--- src/rtl/mdio_pkg.sv ---
package mdio_pkg;
   localparam int HOST_DW   = 32;
   localparam int REG_IDX_W = 3;

   typedef enum logic [REG_IDX_W-1:0] {
      RI_MODE = 3'd0,
      RI_CMD  = 3'd1,
      RI_ADDR = 3'd2,
      RI_TXD  = 3'd3,
      RI_RXD  = 3'd4,
      RI_STAT = 3'd5
   } reg_idx_e;

   localparam int CMD_SCAN  = 0;
   localparam int CMD_READ  = 1;
   localparam int CMD_WRITE = 2;

   localparam int ST_LINKFAIL = 0;
   localparam int ST_BUSY     = 1;
   localparam int ST_INVALID  = 2;

   localparam logic [1:0] FR_START = 2'b01;
   localparam logic [1:0] FR_OP_RD = 2'b10;
   localparam logic [1:0] FR_OP_WR = 2'b01;
   localparam logic [1:0] FR_TA_WR = 2'b10;
   localparam logic [1:0] FR_TA_RD = 2'b11;
endpackage

--- src/rtl/mdio_clk_div.sv ---
module mdio_clk_div #(
   parameter int DIV_W = 8
) (
   input  logic             clk,
   input  logic             rst_n,
   input  logic             en,
   input  logic [DIV_W-2:0] half_raw,
   output logic             mdc,
   output logic             rise_stb,
   output logic             fall_stb
);
   localparam int HW = DIV_W - 1;

   logic [HW-1:0] half;
   logic [HW-1:0] cnt;
   logic          tick;

   // a divider below 2 is raised to 2, giving a half period of one clock
   assign half     = (half_raw == '0) ? HW'(1) : half_raw;
   assign tick     = en && (cnt == half - HW'(1));
   assign rise_stb = tick && !mdc;
   assign fall_stb = tick && mdc;

   always_ff @(posedge clk or negedge rst_n) begin
      if (!rst_n) begin
         cnt <= '0;
         mdc <= 1'b0;
      end else if (!en) begin
         cnt <= '0;
         mdc <= 1'b0;
      end else if (tick) begin
         cnt <= '0;
         mdc <= !mdc;
      end else begin
         cnt <= cnt + HW'(1);
      end
   end
endmodule

--- src/rtl/mdio_frame_eng.sv ---
module mdio_frame_eng
   import mdio_pkg::*;
#(
   parameter int PRE_LEN = 32,
   parameter int PHY_AW  = 5,
   parameter int REG_AW  = 5,
   parameter int DATA_W  = 16
) (
   input  logic              clk,
   input  logic              rst_n,
   input  logic              start,
   input  logic              op_read,
   input  logic              nopre,
   input  logic [PHY_AW-1:0] phy,
   input  logic [REG_AW-1:0] regad,
   input  logic [DATA_W-1:0] wdata,
   input  logic              rise_stb,
   input  logic              fall_stb,
   input  logic              mdio_in,
   output logic              busy,
   output logic              done,
   output logic              mdio_out,
   output logic              mdio_oe,
   output logic [DATA_W-1:0] rdata
);
   localparam int BODY_W  = 6 + PHY_AW + REG_AW + DATA_W;
   localparam int FRAME_W = PRE_LEN + BODY_W;
   localparam int CNT_W   = $clog2(FRAME_W + 1);
   localparam int TAIL_N  = 2 + DATA_W;

   logic [BODY_W-1:0]  body;
   logic [FRAME_W-1:0] load_sr;
   logic [CNT_W-1:0]   load_len;
   logic [FRAME_W-1:0] sr;
   logic [CNT_W-1:0]   left;
   logic               is_rd;
   logic [DATA_W-1:0]  rsh;
   logic               in_tail;
   logic               in_data;

   assign body = {FR_START,
                  op_read ? FR_OP_RD : FR_OP_WR,
                  phy, regad,
                  op_read ? FR_TA_RD : FR_TA_WR,
                  op_read ? {DATA_W{1'b1}} : wdata};

   generate
      if (PRE_LEN > 0) begin : g_pre
         // with suppression the body moves to the top and the ones trail unused
         assign load_sr  = nopre ? {body, {PRE_LEN{1'b1}}} : {{PRE_LEN{1'b1}}, body};
         assign load_len = nopre ? CNT_W'(BODY_W) : CNT_W'(FRAME_W);
      end else begin : g_nopre
         logic unused_nopre;
         assign unused_nopre = nopre;
         assign load_sr  = body;
         assign load_len = CNT_W'(BODY_W);
      end
   endgenerate

   assign in_tail  = left <= CNT_W'(TAIL_N);
   assign in_data  = left <= CNT_W'(DATA_W);
   assign done     = busy && fall_stb && (left == CNT_W'(1));
   assign mdio_out = busy && sr[FRAME_W-1];
   assign mdio_oe  = busy && !(is_rd && in_tail);
   assign rdata    = rsh;

   always_ff @(posedge clk or negedge rst_n) begin
      if (!rst_n) begin
         busy  <= 1'b0;
         sr    <= '0;
         left  <= '0;
         is_rd <= 1'b0;
      end else if (!busy) begin
         if (start) begin
            busy  <= 1'b1;
            sr    <= load_sr;
            left  <= load_len;
            is_rd <= op_read;
         end
      end else if (fall_stb) begin
         sr   <= {sr[FRAME_W-2:0], 1'b0};
         left <= left - CNT_W'(1);
         if (left == CNT_W'(1)) busy <= 1'b0;
      end
   end

   always_ff @(posedge clk or negedge rst_n) begin
      if (!rst_n) rsh <= '0;
      else if (busy && is_rd && rise_stb && in_data) rsh <= {rsh[DATA_W-2:0], mdio_in};
   end
endmodule

--- src/rtl/mdio_mgmt_ctrl.sv ---
module mdio_mgmt_ctrl
   import mdio_pkg::*;
#(
   parameter int DIV_W    = 8,
   parameter int PRE_LEN  = 32,
   parameter int PHY_AW   = 5,
   parameter int REG_AW   = 5,
   parameter int DATA_W   = 16,
   parameter int SCAN_REG = 1,
   parameter int LINK_BIT = 2
) (
   input  logic                 clk,
   input  logic                 rst_n,
   input  logic                 host_wr_en,
   input  logic [REG_IDX_W-1:0] host_addr,
   input  logic [HOST_DW-1:0]   host_wdata,
   output logic [HOST_DW-1:0]   host_rdata,
   output logic                 mdc_o,
   output logic                 mdio_out_o,
   output logic                 mdio_oe_o,
   input  logic                 mdio_in_i
);
   localparam int NOPRE_BIT = DIV_W;
   localparam int REG_LSB   = 8;

   generate
      if (DIV_W < 2 || DIV_W > 8) begin : g_bad_div
         $error("DIV_W must lie in 2..8");
      end
      if (PHY_AW > REG_LSB || REG_AW > 8 || DATA_W > HOST_DW || DATA_W < 2) begin : g_bad_field
         $error("address or data field does not fit the register layout");
      end
      if (LINK_BIT >= DATA_W || SCAN_REG >= (1 << REG_AW)) begin : g_bad_scan
         $error("scan register or link bit out of range");
      end
   endgenerate

   logic [DIV_W-2:0]  half_q;
   logic              nopre_q;
   logic [2:0]        cmd_q;
   logic [PHY_AW-1:0] phy_q;
   logic [REG_AW-1:0] reg_q;
   logic [DATA_W-1:0] txd_q;
   logic [DATA_W-1:0] rxd_q;
   logic              link_fail;
   logic              scan_inv;
   logic              cur_rd;
   logic              cur_scan;

   logic              wr_cmd, scan_en, scan_next, os_req, os_start, scan_start;
   logic              eng_start, eng_op_rd, eng_busy, eng_done;
   logic [REG_AW-1:0] eng_reg;
   logic [DATA_W-1:0] eng_rdata;
   logic              rise_stb, fall_stb;
   logic              unused_wd;

   assign unused_wd = ^host_wdata;

   assign wr_cmd     = host_wr_en && (host_addr == RI_CMD);
   assign scan_en    = cmd_q[CMD_SCAN];
   assign scan_next  = wr_cmd ? host_wdata[CMD_SCAN] : scan_en;
   assign os_req     = wr_cmd && (host_wdata[CMD_READ] || host_wdata[CMD_WRITE]);
   assign os_start   = os_req && !eng_busy;
   assign scan_start = scan_next && !eng_busy && !os_req;
   assign eng_start  = os_start || scan_start;
   // read wins over write when a single command asks for both
   assign eng_op_rd  = os_start ? host_wdata[CMD_READ] : 1'b1;
   assign eng_reg    = os_start ? reg_q : REG_AW'(SCAN_REG);

   always_ff @(posedge clk or negedge rst_n) begin
      if (!rst_n) begin
         half_q  <= '0;
         nopre_q <= 1'b0;
         phy_q   <= '0;
         reg_q   <= '0;
         txd_q   <= '0;
      end else if (host_wr_en) begin
         case (host_addr)
            RI_MODE: begin
               half_q  <= host_wdata[DIV_W-1:1];
               nopre_q <= host_wdata[NOPRE_BIT];
            end
            RI_ADDR: begin
               phy_q <= host_wdata[PHY_AW-1:0];
               reg_q <= host_wdata[REG_LSB +: REG_AW];
            end
            RI_TXD:  txd_q <= host_wdata[DATA_W-1:0];
            default: ;
         endcase
      end
   end

   always_ff @(posedge clk or negedge rst_n) begin
      if (!rst_n) begin
         cmd_q     <= '0;
         rxd_q     <= '0;
         link_fail <= 1'b0;
         scan_inv  <= 1'b0;
         cur_rd    <= 1'b0;
         cur_scan  <= 1'b0;
      end else begin
         if (eng_start) begin
            cur_rd   <= eng_op_rd;
            cur_scan <= scan_start;
         end
         if (eng_done && cur_rd) rxd_q <= eng_rdata;
         if (eng_done && cur_scan) begin
            link_fail <= !eng_rdata[LINK_BIT];
            scan_inv  <= 1'b0;
         end
         if (wr_cmd) begin
            cmd_q <= host_wdata[2:0];
            if (host_wdata[CMD_SCAN] && !scan_en) scan_inv <= 1'b1;
            else if (!host_wdata[CMD_SCAN])       scan_inv <= 1'b0;
         end
      end
   end

   always_comb begin
      host_rdata = '0;
      case (host_addr)
         RI_MODE: begin
            host_rdata[DIV_W-1:1]  = half_q;
            host_rdata[NOPRE_BIT]  = nopre_q;
         end
         RI_CMD:  host_rdata[2:0] = cmd_q;
         RI_ADDR: begin
            host_rdata[PHY_AW-1:0]       = phy_q;
            host_rdata[REG_LSB +: REG_AW] = reg_q;
         end
         RI_TXD:  host_rdata[DATA_W-1:0] = txd_q;
         RI_RXD:  host_rdata[DATA_W-1:0] = rxd_q;
         RI_STAT: begin
            host_rdata[ST_LINKFAIL] = link_fail;
            host_rdata[ST_BUSY]     = eng_busy;
            host_rdata[ST_INVALID]  = scan_inv;
         end
         default: ;
      endcase
   end

   mdio_clk_div #(.DIV_W(DIV_W)) clk_div_i (
      .clk      (clk),
      .rst_n    (rst_n),
      .en       (eng_busy),
      .half_raw (half_q),
      .mdc      (mdc_o),
      .rise_stb (rise_stb),
      .fall_stb (fall_stb)
   );

   mdio_frame_eng #(
      .PRE_LEN (PRE_LEN),
      .PHY_AW  (PHY_AW),
      .REG_AW  (REG_AW),
      .DATA_W  (DATA_W)
   ) frame_i (
      .clk      (clk),
      .rst_n    (rst_n),
      .start    (eng_start),
      .op_read  (eng_op_rd),
      .nopre    (nopre_q),
      .phy      (phy_q),
      .regad    (eng_reg),
      .wdata    (txd_q),
      .rise_stb (rise_stb),
      .fall_stb (fall_stb),
      .mdio_in  (mdio_in_i),
      .busy     (eng_busy),
      .done     (eng_done),
      .mdio_out (mdio_out_o),
      .mdio_oe  (mdio_oe_o),
      .rdata    (eng_rdata)
   );
endmodule

--- config.mk ---
export PLATFORM = sky130hd
export DESIGN_NAME = mdio_mgmt_ctrl
export DESIGN_NICKNAME = d
export VERILOG_FILES = /design/src/rtl/mdio_pkg.sv /design/src/rtl/mdio_clk_div.sv /design/src/rtl/mdio_frame_eng.sv /design/src/rtl/mdio_mgmt_ctrl.sv
export SDC_FILE = /design/constraint.sdc
export NUM_CORES = 1
export LEC_CHECK = 0
export ABC_CLOCK_PERIOD_IN_PS = 3500
export BUFFER_PORTS_ARGS = -buffer_cell sky130_fd_sc_hd__buf_4
export CAP_MARGIN = 15
export CORE_MARGIN = 2
export CORE_UTILIZATION = 45
export CTS_CLUSTER_SIZE = 8
export DETAILED_ROUTE_END_ITERATION = 8
export PLACE_DENSITY = 0.7
export SLEW_MARGIN = 20
export SYNTH_ARGS = -nofsm -noshare
export SYNTH_HDL_FRONTEND = slang
export SYNTH_SLANG_ARGS = --single-unit
--- constraint.sdc ---
create_clock -name clk -period 3.5 [get_ports clk]
set_input_delay 0.7 -clock clk [delete_from_list [all_inputs] [get_ports clk]]
set_output_delay 0.7 -clock clk [all_outputs]
set_load 0.01 [all_outputs]
==> impl_summary.log, run 1 <==
INFO  metric cpPeakStageDelay = 0.66 ns
INFO  metric regToRegStartpoint = half_q[4]$_DFFE_PN0P_
INFO  metric insertion_delay = 0.43 ns
INFO  metric critPathLaunch = half_q[4]$_DFFE_PN0P_
INFO  metric fin_skew = 0.00794 ns
INFO  metric antenna_found_initial = 0
INFO  metric path_clk_slew = 0.06 ns
INFO  metric critical_path_depth = 10
INFO  metric wl = 17.4 mm
INFO  metric endpoint_kind = register
INFO  metric fin_util = 53.6%
INFO  metric outcome = finished clean
INFO  metric timing.final.hold_violations = 0
INFO  metric setup.reg_to_reg.worst_slack = 0.20 ns
INFO  metric mappedNetlistArea = 7300 sq um
INFO  metric post-route-drc-count = 0
INFO  metric cts-buffers-inserted = 17
INFO  metric cp.arrival = 3.60 ns
INFO  metric setup.worst_path.end = frame_i.sr[36]$_DFFE_PN0P_
INFO  metric vias_per_cell = 5.80
INFO  metric routedLengthMet1 = 7.67 mm
INFO  metric global_route.overflow_total = 0
INFO  metric starting_utilization_of_the_core_area = 46.0%
INFO  metric routed_wire_length_per_instance = 18.3 um
INFO  metric ff2ff_path_depth = 10
INFO  metric pin_count_of_the_biggest_net_entering_global_routing = 91
INFO  metric die_area = 17300 sq um
INFO  metric grt_use_total = 20.7%
INFO  metric drive_above_1_share = 19.9%
INFO  metric postSynthAreaPerCell = 10.7 sq um
INFO  metric clock_tree_from_tritoncts = yes
INFO  metric drt.antenna.violating_nets = 0
INFO  metric seq_area = 3850 sq um
INFO  metric layout-area-overhead-vs-synth = 16.6%
INFO  metric clock_power_share = 32.6%
INFO  metric post_synth_inst_count = 680
INFO  metric final_period_minus_worst_setup_slack = 3.30 ns
INFO  metric grt_pass1_vias = 5518
INFO  metric worstPathMaxFanout = 22
INFO  metric path_delay_family = simple AND/OR/NAND/NOR gates
INFO  metric max-vdd-ir-drop = 0.325 mV
INFO  metric dieWidth = 131 um
INFO  metric share_seq_of_total_power = 44.4%
INFO  metric power.switching_fraction = 31.1%
INFO  metric instances_no_fill = 949
INFO  metric cts_num_sinks = 154
INFO  metric power.combinational.fraction = 23.0%
INFO  metric synth_ff_type = sky130_fd_sc_hd__dfrtp_1
INFO  metric layout.cells.most_common = sky130_fd_sc_hd__dfrtp_1
INFO  metric cts_htree_levels = 4
INFO  metric clock_tree.root_cell = sky130_fd_sc_hd__clkbuf_16
INFO  metric met3_wirelength = 941 um
INFO  metric synth_cell_types = 53
INFO  metric detailroute.wirelength.met2 = 8.41 mm
INFO  metric critical_path.n_buffers_inverters = 1
INFO  metric cp_data_required_time = 3.80 ns
INFO  metric clock_path_buffers = 2
INFO  metric placedCellCount = 917
INFO  metric finalSetupViolations = 0
INFO  metric wire_length_of_the_first_global_routing_pass = 28.7 mm
INFO  metric regToRegEndpoint = frame_i.sr[36]$_DFFE_PN0P_
INFO  metric dieHeight = 131 um
INFO  metric synthesis.yosys.warnings = 0
INFO  metric min_period_over_period = 94.2%
INFO  metric most-common-layout-cells = sky130_fd_sc_hd__dfrtp_1 (154), sky130_fd_sc_hd__a21oi_1 (66), sky130_fd_sc_hd__buf_4 (65), sky130_fd_sc_hd__nor3_1 (55), sky130_fd_sc_hd__mux2_1 (40)
INFO  metric std_cell_rows = 46
INFO  metric crit_top_cell = sky130_fd_sc_hd__a21oi_1
INFO  metric num_antenna_cells = 0
INFO  metric drt_pass_1_iters = 5
INFO  metric dr_total_vias = 5507
INFO  metric sequential_fraction_of_the_synthesis_area = 52.8%
INFO  metric timing.setup.critical_path_class = register to register
INFO  metric post_synthesis_register_bit_count = 154
INFO  metric timing.max_slew.rel_slack = 46.1%
INFO  metric fill_cell_total_of_the_finished_layout = 1404
INFO  metric gpl.final_weighted_congestion = 0.899
INFO  metric synthArstFlopShare = 100%
INFO  metric first_iter_violations = 375
INFO  metric min_path_type = primary input to asynchronous set/reset pin
INFO  metric pwr_density_cell = 702 nW/um^2
INFO  metric worstSetupStartpointType = register
INFO  metric timing_worst_slew_pin_value = 0.808 ns
INFO  metric design.final.nets = 763
INFO  metric dr.max_layer_used = met4
INFO  metric multi_input_comb_area = 3150 sq um
INFO  metric core = 15900 sq um
INFO  metric power.net_switching = 1.86 mW
INFO  metric synth-edff-count = 0
INFO  metric drv.max_cap_violation_count = 0
INFO  metric setup_tns = 0 ns
INFO  metric pin_count = 74
INFO  metric p_total = 5.97 mW
INFO  metric final-max-slew-violation-count = 0
INFO  metric detailed_place_hpwl = 11.6 mm
INFO  metric rsz0062_at_grt = no
INFO  metric crit_slowest_cell = sky130_fd_sc_hd__or4_4
INFO  metric fmax = 0.303 GHz
INFO  metric count_of_input_and_output_buffers = 41
INFO  metric crit_chain = nor3_2, a21oi_1, ha_1, xnor2_1, a221oi_1, o211ai_1, or4_4, o21ai_4, buf_4, a21oi_1
INFO  metric power_leakage = 3.83 nW
INFO  metric power.internal = 4.11 mW
[worst min-delay path by stage]
stage / start / to / slack (ns)
CTS: rst_n / cur_rd$_DFFE_PN0P_ / 0.37
finish: rst_n / clk_div_i.cnt[6]$_DFF_PN0_ / 0.34
detailed placement: rxd_q[12]$_DFFE_PN0P_ / rxd_q[12]$_DFFE_PN0P_ / 0.48
global route: rst_n / clk_div_i.cnt[4]$_DFF_PN0_ / 0.40
floorplan: rst_n / clk_div_i.cnt[0]$_DFF_PN0_ / 0.40
global placement: rxd_q[10]$_DFFE_PN0P_ / rxd_q[10]$_DFFE_PN0P_ / 0.47
[final cells by class]
cell class	instances	area share [%]
well taps	216	3.18
clock inverters	15	2.37
repair buffers	69	6.47
inverters	16	0.706
multi-input cells	462	37.0
flip-flops and latches	154	45.3
clock buffers	17	5.00
[stage by stage]
step / instance area [sq um] / hold slack [ns] / setup slack [ns]
2_1_floorplan: 7360 / 0.404 / 0.364
3_3_place_gp: 7870 / 0.467 / 0.243
3_5_place_dp: 7870 / 0.476 / 0.0639
4_1_cts: 8500 / 0.368 / 0.114
5_1_grt: 8510 / 0.397 / 0.0400
6_report: 8510 / 0.337 / 0.204
[power by group through the flow]
stage / combinational, mW / clock, mW / sequential (mW)
after floorplan: 1.05 / 0 / 2.54
after global placement: 1.31 / 0 / 2.63
after detailed placement: 1.37 / 0 / 2.66
after CTS: 1.38 / 1.97 / 2.64
after global routing: 1.54 / 2.05 / 2.71
final: 1.38 / 1.94 / 2.65
[synthesized netlist by cell type, types with 7 or more instances]
library cell	instances	share of area [%]
sky130_fd_sc_hd__a21oi_1	66	4.5
sky130_fd_sc_hd__a221oi_1	11	1.3
sky130_fd_sc_hd__buf_2	10	0.69
sky130_fd_sc_hd__buf_4	21	2.2
sky130_fd_sc_hd__clkbuf_1	28	1.4
sky130_fd_sc_hd__dfrtp_1	154	53
sky130_fd_sc_hd__inv_1	16	0.82
sky130_fd_sc_hd__mux2_1	40	6.2
sky130_fd_sc_hd__mux2_2	35	5.4
sky130_fd_sc_hd__mux2i_1	11	1.5
sky130_fd_sc_hd__nand2_1	31	1.6
sky130_fd_sc_hd__nor2_1	39	2.0
sky130_fd_sc_hd__nor3_1	56	3.8
sky130_fd_sc_hd__o211ai_1	7	0.72
sky130_fd_sc_hd__o21ai_0	22	1.5
sky130_fd_sc_hd__o22ai_1	36	3.1
sky130_fd_sc_hd__xnor2_1	9	1.1
[registers in the layout, indices dropped and copies added, names as in the netlist]
register / flops
frame_i.sr: 64
reg_q: 5
scan_inv: 1
cur_scan: 1
nopre_q: 1
txd_q: 16
clk_div_i.cnt: 7
cmd_q: 3
phy_q: 5
clk_div_i.mdc: 1
frame_i.rdata: 16
rxd_q: 16
frame_i.is_rd: 1
half_q: 7
link_fail: 1
frame_i.left: 7
frame_i.busy: 1
cur_rd: 1
[what timing repair did]
action / CTS / global route
resized for setup: 1 / 2
endpoints found under the setup margin: 7 / 50
hold buffers: 0 / 0
setup buffers: 0 / 0
[layer usage]
metal | global-route usage [%] | vias up
met2 | 33.7 | 184
met5 | 0 | -
met3 | 4.82 | 31
met4 | 7.49 | 0
met1 | 27.1 | 2755
li1 | - | 2537
[cells by family after synthesis]
| logic type | count (synthesis) | share of synthesized area, % |
|---|---|---|
| buf+inv | 79 | 5.31 |
| xor+xnor | 14 | 1.68 |
| flops | 154 | 52.8 |
| simple gates | 168 | 11.6 |
| mux | 87 | 13.4 |
| compound gates | 173 | 14.5 |
| fa+ha+maj | 4 | 0.686 |
| other cells | 1 | 0.0514 |
[worst register-to-register path: stages, from the launching register on]
cell and delay (ns):
sky130_fd_sc_hd__dfrtp_1 0.40, sky130_fd_sc_hd__nor3_2 0.39, sky130_fd_sc_hd__a21oi_1 0.14, sky130_fd_sc_hd__ha_1 0.32
sky130_fd_sc_hd__xnor2_1 0.13, sky130_fd_sc_hd__a221oi_1 0.24, sky130_fd_sc_hd__o211ai_1 0.18, sky130_fd_sc_hd__or4_4 0.66
sky130_fd_sc_hd__o21ai_4 0.24, sky130_fd_sc_hd__buf_4 0.35, sky130_fd_sc_hd__a21oi_1 0.12
Power figures use the tool's default switching activity.
==> run 2: changes to the inputs <==
Settings changed: ABC_AREA set to 1, CAP_MARGIN 15 to not set.
==> impl_summary.log, run 2 <==
INFO  metric timing_worst_slew_pin_value = 0.832 ns (+0.0236 ns)
INFO  metric synthTopCellsByCount = sky130_fd_sc_hd__nand2_1 (252), sky130_fd_sc_hd__dfrtp_1 (154), sky130_fd_sc_hd__inv_1 (88)
INFO  metric worstSetupStartpointType = register
INFO  metric largest_register_ffs = 64 (unchanged)
INFO  metric cp_data_required_time = 3.77 ns (-0.03 ns)
INFO  metric fin_util = 52.5% (-1.1 points)
INFO  metric fmax = 0.322 GHz (+6.0%)
INFO  metric fill_cell_total_of_the_finished_layout = 1488 (+6.0%)
INFO  metric clock_path_buffers = 2 (unchanged)
INFO  metric timing.setup.critical_path_class = register to register
INFO  metric antenna_found_initial = 0 (unchanged)
INFO  metric p_total = 6.25 mW (+4.7%)
INFO  metric post_synth_and_or_nand_nor_area_fraction = 18.4% (+6.9 points)
INFO  metric wl = 17.6 mm (+1.0%)
INFO  metric cts-buffers-inserted = 17 (unchanged)
INFO  metric synth_ff_type = sky130_fd_sc_hd__dfrtp_1
INFO  metric std_cell_rows = 46 (unchanged)
INFO  metric min_path_type = primary input to asynchronous set/reset pin
INFO  metric die_area = 17300 sq um (about the same)
INFO  metric count_of_input_and_output_buffers = 41 (unchanged)
INFO  metric post_synth_inst_count = 881 (+30%)
INFO  metric cts_htree_levels = 4 (unchanged)
INFO  metric design.final.nets = 956 (+25%)
INFO  metric layout.cells.most_common = sky130_fd_sc_hd__nand2_1
INFO  metric first_iter_violations = 474 (+26%)
INFO  metric grt_use_total = 21.4% (+0.71 points)
INFO  metric endpoint_kind = register
INFO  metric grt_pass1_vias = 5665 (+2.7%)
INFO  metric synth_cell_types = 33 (-38%)
INFO  metric gpl.final_weighted_congestion = 0.844 (-6.1%)
INFO  metric yosysTopAreaCellShare = 52.8% (about the same)
INFO  metric drive_above_1_share = 11.4% (-8.6 points)
INFO  metric worstPathMaxFanout = 20 (-9.1%)
INFO  metric rsz0062_at_grt = no
INFO  metric post_synthesis_register_bit_count = 154 (unchanged)
INFO  metric pin_count = 74 (unchanged)
INFO  metric drv.max_cap_violation_count = 0 (unchanged)
INFO  metric synth_compound_area_share = 17.2% (+2.7 points)
INFO  metric synth.top_cells.by_area = sky130_fd_sc_hd__dfrtp_1 (53%), sky130_fd_sc_hd__nand2_1 (13%), sky130_fd_sc_hd__o21ai_1 (5.0%), sky130_fd_sc_hd__inv_1 (4.5%), sky130_fd_sc_hd__o22ai_1 (4.1%)
INFO  metric outcome = finished clean
INFO  metric cts_post_setup_buffers_inserted = 0 (unchanged)
INFO  metric power_leakage = 4.06 nW (+5.9%)
INFO  metric yosys-mux-area-fraction = 0% (-13 points)
INFO  metric cts_num_sinks = 154 (unchanged)
INFO  metric clock_tree_from_tritoncts = yes
INFO  metric synth_top_family_by_area = simple AND/OR/NAND/NOR gates
INFO  metric sequential_fraction_of_the_synthesis_area = 52.8% (about the same)
INFO  metric synthAdderAreaFrac = 0.686% (about the same)
INFO  metric cp.arrival = 3.38 ns (-0.22 ns)
INFO  metric wire_length_of_the_first_global_routing_pass = 29.2 mm (+1.6%)
INFO  metric min_period_over_period = 88.8% (-5.3 points)
INFO  metric instances_no_fill = 1140 (+20%)
INFO  metric core = 15900 sq um (unchanged)
INFO  metric post_synthesis_cell_type_with_the_largest_combined_area = sky130_fd_sc_hd__dfrtp_1
INFO  metric dieHeight = 131 um (about the same)
INFO  metric final-max-slew-violation-count = 0 (unchanged)
INFO  metric drt_pass_1_iters = 5 (unchanged)
INFO  metric crit_slowest_cell = sky130_fd_sc_hd__inv_1
INFO  metric most-common-layout-cells = sky130_fd_sc_hd__nand2_1 (252), sky130_fd_sc_hd__dfrtp_1 (154), sky130_fd_sc_hd__inv_1 (88), sky130_fd_sc_hd__o21ai_1 (73), sky130_fd_sc_hd__buf_4 (54)
INFO  metric max-vdd-ir-drop = 0.438 mV (+35%)
INFO  metric mappedNetlistArea = 7300 sq um (about the same)
INFO  metric dr_total_vias = 5953 (+8.1%)
INFO  metric detailed_place_hpwl = 11.7 mm (+0.64%)
INFO  metric regMostFlops = frame_i.sr
INFO  metric clock_tree.root_cell = sky130_fd_sc_hd__clkbuf_16
INFO  metric vias_per_cell = 5.22 (-10%)
INFO  metric timing.final.hold_violations = 0 (unchanged)
INFO  metric pin_count_of_the_biggest_net_entering_global_routing = 83 (-8.8%)
INFO  metric global_route.overflow_total = 0 (unchanged)
INFO  metric placedCellCount = 1109 (+21%)
INFO  metric fin_skew = 0.00954 ns (+0.00160 ns)
INFO  metric timing.max_slew.rel_slack = 44.5% (-1.6 points)
INFO  metric most_frequent_cell_after_synthesis = sky130_fd_sc_hd__nand2_1
INFO  metric cpPeakStageDelay = 0.49 ns (-0.17 ns)
INFO  metric path_clk_slew = 0.06 ns (about the same)
INFO  metric routed_wire_length_per_instance = 15.4 um (-16%)
INFO  metric layout-area-overhead-vs-synth = 14.2%
INFO  metric synth-edff-count = 0 (unchanged)
INFO  metric pwr_density_cell = 750 nW/um^2 (+6.9%)
INFO  metric insertion_delay = 0.43 ns (about the same)
INFO  metric dieWidth = 131 um (about the same)
INFO  metric drt.antenna.violating_nets = 0 (unchanged)
INFO  metric synthesis.yosys.warnings = 0 (unchanged)
INFO  metric setup_tns = 0 ns (unchanged)
INFO  metric post-route-drc-count = 0 (unchanged)
INFO  metric post_synth_xor_area_fraction = 1.08% (-0.60 points)
INFO  metric starting_utilization_of_the_core_area = 46.0% (about the same)
INFO  metric final_period_minus_worst_setup_slack = 3.11 ns (-0.187 ns)
INFO  metric finalHoldWorstSlack = 0.289 ns (-0.0477 ns)
INFO  metric num_antenna_cells = 0 (unchanged)
INFO  metric finalSetupViolations = 0 (unchanged)
INFO  metric synthArstFlopShare = 100% (unchanged)
INFO  metric postSynthAreaPerCell = 8.29 sq um (-23%)
INFO  metric crit_chain = nor2_2, nand2_1, inv_1, nand2_1, nand2_1, inv_1, ha_1, xnor2_1, a21oi_1, nand3_1, nor2_2, nand4_4, nor2_4, nor2_4, inv_1, o21ai_0
## run 2: final cells by class
class	count	area, sq um	area share [%]
clock buffers	20	457	5.48
clock inverters	10	143	1.71
inverters	96	360	4.32
multi-input cells	587	2800	33.6
flip-flops and latches	154	3850	46.2
well taps	216	270	3.24
repair buffers	57	448	5.38
## run 2: final timing paths
path / end / cells after the start / slack (ns) / startpoint
worst max register to register: frame_i.left[5]$_DFFE_PN0P_ / 16 / 0.39 / half_q[4]$_DFFE_PN0P_
worst max-delay path: frame_i.left[5]$_DFFE_PN0P_ / 16 / 0.39 / half_q[4]$_DFFE_PN0P_
min in group clk: frame_i.sr[21]$_DFFE_PN0P_ / 2 / 0.48 / frame_i.sr[21]$_DFFE_PN0P_
max in group asynchronous: frame_i.sr[51]$_DFFE_PN0P_ / 2 / 2.38 / rst_n
worst min register to register: frame_i.sr[21]$_DFFE_PN0P_ / 2 / 0.48 / frame_i.sr[21]$_DFFE_PN0P_
worst min-delay path: clk_div_i.cnt[5]$_DFF_PN0_ / 1 / 0.29 / rst_n
## run 2: metal layers
layer / GRT usage (%) / up-vias / part of all wire, %
met4: 7.00 / 0 / 1.5
met2: 31.8 / 159 / 46
met1: 30.9 / 2852 / 48
met3: 5.05 / 18 / 4.8
met5: 0 / - / 0
li1: - / 2924 / -
## run 2: per-stage QoR
stage	area [sq um]	worst slack [ns]
4_1_cts	8330	0.0847
3_3_place_gp	7720	0.0732
2_1_floorplan	7360	1.07
3_5_place_dp	7720	0.0235
6_report	8330	0.391
5_1_grt	8330	0.0409
## run 2: worst max-delay path, delay by kind of cell, from the launching register on
family / cells / cell delay [ns]
XOR/XNOR: 1 / 0.13
buffers and inverters: 3 / 0.58
flip-flops: 1 / 0.44
adder cells (fa/ha/maj): 1 / 0.30
AO/OA/AOI/OAI: 2 / 0.28
AND/OR/NAND/NOR: 9 / 1.22
## run 2: logic make-up (layout without fill, tap and decap cells)
kind of cell	Yosys count	count (layout)
compound gates	227	227
xor+xnor	9	9
fa+ha+maj	4	4
buf+inv	156	183
flops	154	154
other cells	1	16
simple gates	330	331
## run 2: what timing repair did
action	in CTS	in global routing
pin swaps	0	1
cloned	0	1
gates resized for setup	1	0
hold buffers	0	0
setup endpoints to repair	1	57
## run 2: report_power, final
part | switching, mW | internal (mW)
registers | 0.398 | 2.35
logic | 0.918 | 0.698
clock network | 0.731 | 1.15
==> run 3: changes to the inputs <==
Settings changed: PLACE_DENSITY 0.7 to 0.67.
==> impl_summary.log, run 3 (same netlist as run 2, synthesis figures left out) <==
INFO  metric largest_register_ffs = 64 (unchanged)
INFO  metric placedCellCount = 1111 (+0.18%)
INFO  metric final_period_minus_worst_setup_slack = 3.06 ns (-0.0500 ns)
INFO  metric setup_tns = 0 ns (unchanged)
INFO  metric fin_skew = 0.00961 ns (+0.0000749 ns)
INFO  metric routed_wire_length_per_instance = 15.4 um (-0.21%)
INFO  metric count_of_input_and_output_buffers = 41 (unchanged)
INFO  metric design.final.nets = 958 (+0.21%)
INFO  metric outcome = finished clean
INFO  metric drt_pass_1_iters = 5 (unchanged)
INFO  metric clock_tree_from_tritoncts = yes
INFO  metric cts.hold.buffers_added = 0 (unchanged)
INFO  metric wl = 17.6 mm (about the same)
INFO  metric timing.setup.critical_path_class = register to register
INFO  metric cts_htree_levels = 4 (unchanged)
INFO  metric antenna_found_initial = 0 (unchanged)
INFO  metric finalSetupViolations = 0 (unchanged)
INFO  metric detailed_place_hpwl = 11.7 mm (about the same)
INFO  metric p_total = 6.17 mW (-1.3%)
INFO  metric dieHeight = 131 um (unchanged)
INFO  metric worstPathMaxFanout = 22 (+10%)
INFO  metric min_period_over_period = 87.4% (-1.4 points)
INFO  metric cp_data_required_time = 3.78 ns (about the same)
INFO  metric layout-area-overhead-vs-synth = 14.0%
INFO  metric die_area = 17300 sq um (unchanged)
INFO  metric insertion_delay = 0.43 ns (about the same)
INFO  metric std_cell_rows = 46 (unchanged)
INFO  metric path_clk_slew = 0.07 ns (about the same)
INFO  metric most-common-layout-cells = sky130_fd_sc_hd__nand2_1 (252), sky130_fd_sc_hd__dfrtp_1 (154), sky130_fd_sc_hd__inv_1 (88), sky130_fd_sc_hd__o21ai_1 (73), sky130_fd_sc_hd__buf_4 (56)
INFO  metric instances_no_fill = 1143 (+0.26%)
INFO  metric drt.antenna.violating_nets = 0 (unchanged)
INFO  metric wire_length_of_the_first_global_routing_pass = 29.0 mm (-0.54%)
INFO  metric pin_count = 74 (unchanged)
INFO  metric max-vdd-ir-drop = 0.419 mV (-4.4%)
INFO  metric min_path_type = primary input to asynchronous set/reset pin
INFO  metric pwr_density_cell = 741 nW/um^2 (-1.2%)
INFO  metric clock_tree.root_cell = sky130_fd_sc_hd__clkbuf_16
INFO  metric endpoint_kind = register
INFO  metric grt_use_total = 21.0% (-0.39 points)
INFO  metric timing.final.hold_violations = 0 (unchanged)
INFO  metric drive_above_1_share = 11.8% (+0.39 points)
INFO  metric timing.max_slew.rel_slack = 36.9% (-7.6 points)
INFO  metric timing_worst_slew_pin_value = 0.946 ns (+0.114 ns)
INFO  metric gpl.final_weighted_congestion = 0.859 (+1.8%)
INFO  metric starting_utilization_of_the_core_area = 46.0% (unchanged)
INFO  metric pin_count_of_the_biggest_net_entering_global_routing = 78 (-6.0%)
INFO  metric drv.max_cap_violation_count = 0 (unchanged)
INFO  metric final-max-slew-violation-count = 0 (unchanged)
INFO  metric worstSetupStartpointType = register
INFO  metric cts-buffers-inserted = 17 (unchanged)
INFO  metric global_route.overflow_total = 0 (unchanged)
INFO  metric post-route-drc-count = 0 (unchanged)
INFO  metric regMostFlops = frame_i.sr
INFO  metric power_leakage = 4.05 nW (-0.15%)
INFO  metric cts_num_sinks = 154 (unchanged)
INFO  metric vias_per_cell = 5.20 (-0.50%)
INFO  metric grt_pass1_vias = 5693 (+0.49%)
INFO  metric cp.arrival = 3.33 ns (-0.05 ns)
INFO  metric num_antenna_cells = 0 (unchanged)
INFO  metric dieWidth = 131 um (unchanged)
INFO  metric dr_total_vias = 5939 (-0.24%)
INFO  metric first_iter_violations = 473 (-0.21%)
INFO  metric clock_path_buffers = 2 (unchanged)
INFO  metric fin_util = 52.4% (-0.071 points)
INFO  metric core = 15900 sq um (unchanged)
INFO  metric layout.cells.most_common = sky130_fd_sc_hd__nand2_1
INFO  metric rsz0062_at_grt = no
INFO  metric fmax = 0.327 GHz (+1.6%)
run 3: cell types whose count changed in the layout (fill, tap and decap cells not counted), sizes merged:
cell	change
clkbuf	-2
clkinvlp	+1
clkinv	-2
bufinv	-2
inv	+6
buf	+2
run 3: per-stage QoR:
stage	area, sq um	worst slack (ns)	hold slack, ns
3_5_place_dp	7740	0.0224	0.465
5_1_grt	8320	0.0547	0.336
6_report	8320	0.441	0.286
2_1_floorplan	7360	1.07	0.404
4_1_cts	8310	0.0236	0.325
3_3_place_gp	7740	0.0583	0.466
run 3: worst max-delay path: stages (launching register included):
cell                      delay, ns
sky130_fd_sc_hd__dfrtp_1       0.44
sky130_fd_sc_hd__nor2_2        0.16
sky130_fd_sc_hd__nand2_1       0.09
sky130_fd_sc_hd__inv_1         0.06
sky130_fd_sc_hd__nand2_1       0.06
sky130_fd_sc_hd__nand2_1       0.08
sky130_fd_sc_hd__inv_1         0.04
sky130_fd_sc_hd__ha_1          0.29
sky130_fd_sc_hd__xnor2_1       0.12
sky130_fd_sc_hd__a21oi_1       0.12
sky130_fd_sc_hd__nand3_1       0.12
sky130_fd_sc_hd__nor2_2        0.17
sky130_fd_sc_hd__nand4_4       0.10
sky130_fd_sc_hd__nor2_4        0.20
sky130_fd_sc_hd__nor2_4        0.16
sky130_fd_sc_hd__inv_1         0.49
sky130_fd_sc_hd__o21ai_0       0.18
run 3: layout make-up:
class,count,area (sq um)
Tap cell,216,270
Sequential cell,154,3850
Timing Repair Buffer,59,463
Multi-Input combinational cell,587,2800
Clock buffer,18,439
Fill cell,1549,7560
Clock inverter,13,134
Inverter,96,360
run 3: what timing repair did:
item / 4_1_cts / 5_1_grt
buffers inserted: 0 / 0
resized for setup: 0 / 1
setup endpoints to repair: 0 / 56
run 3: report_power, final:
part	switching [mW]	leakage, nW	total, mW	internal (mW)
Combinational	0.912	1.85	1.61	0.702
Sequential	0.401	1.92	2.75	2.35
Clock	0.789	0.278	1.80	1.01
run 3: metal layers:
metal	share of wire, %	up-vias	global-route usage [%]
met1	49	2850	30.7
li1	-	2937	-
met5	0	-	0
met2	45	132	31.2
met4	1.4	0	6.64
met3	4.9	20	4.63
run 3: worst paths after layout:
path                                                  from  depth (start not counted)                           to  slack, ns
worst max-delay path                 half_q[4]$_DFFE_PN0P_                         16  frame_i.left[1]$_DFFE_PN0P_       0.44
worst min-delay path                                 rst_n                          1  frame_i.left[3]$_DFFE_PN0P_       0.29
min in group clk                frame_i.sr[28]$_DFFE_PN0P_                          2   frame_i.sr[28]$_DFFE_PN0P_       0.49
max in group asynchronous                            rst_n                          2         reg_q[2]$_DFFE_PN0P_       2.40
worst max register to register       half_q[4]$_DFFE_PN0P_                         16  frame_i.left[1]$_DFFE_PN0P_       0.44
worst min register to register  frame_i.sr[28]$_DFFE_PN0P_                          2   frame_i.sr[28]$_DFFE_PN0P_       0.49
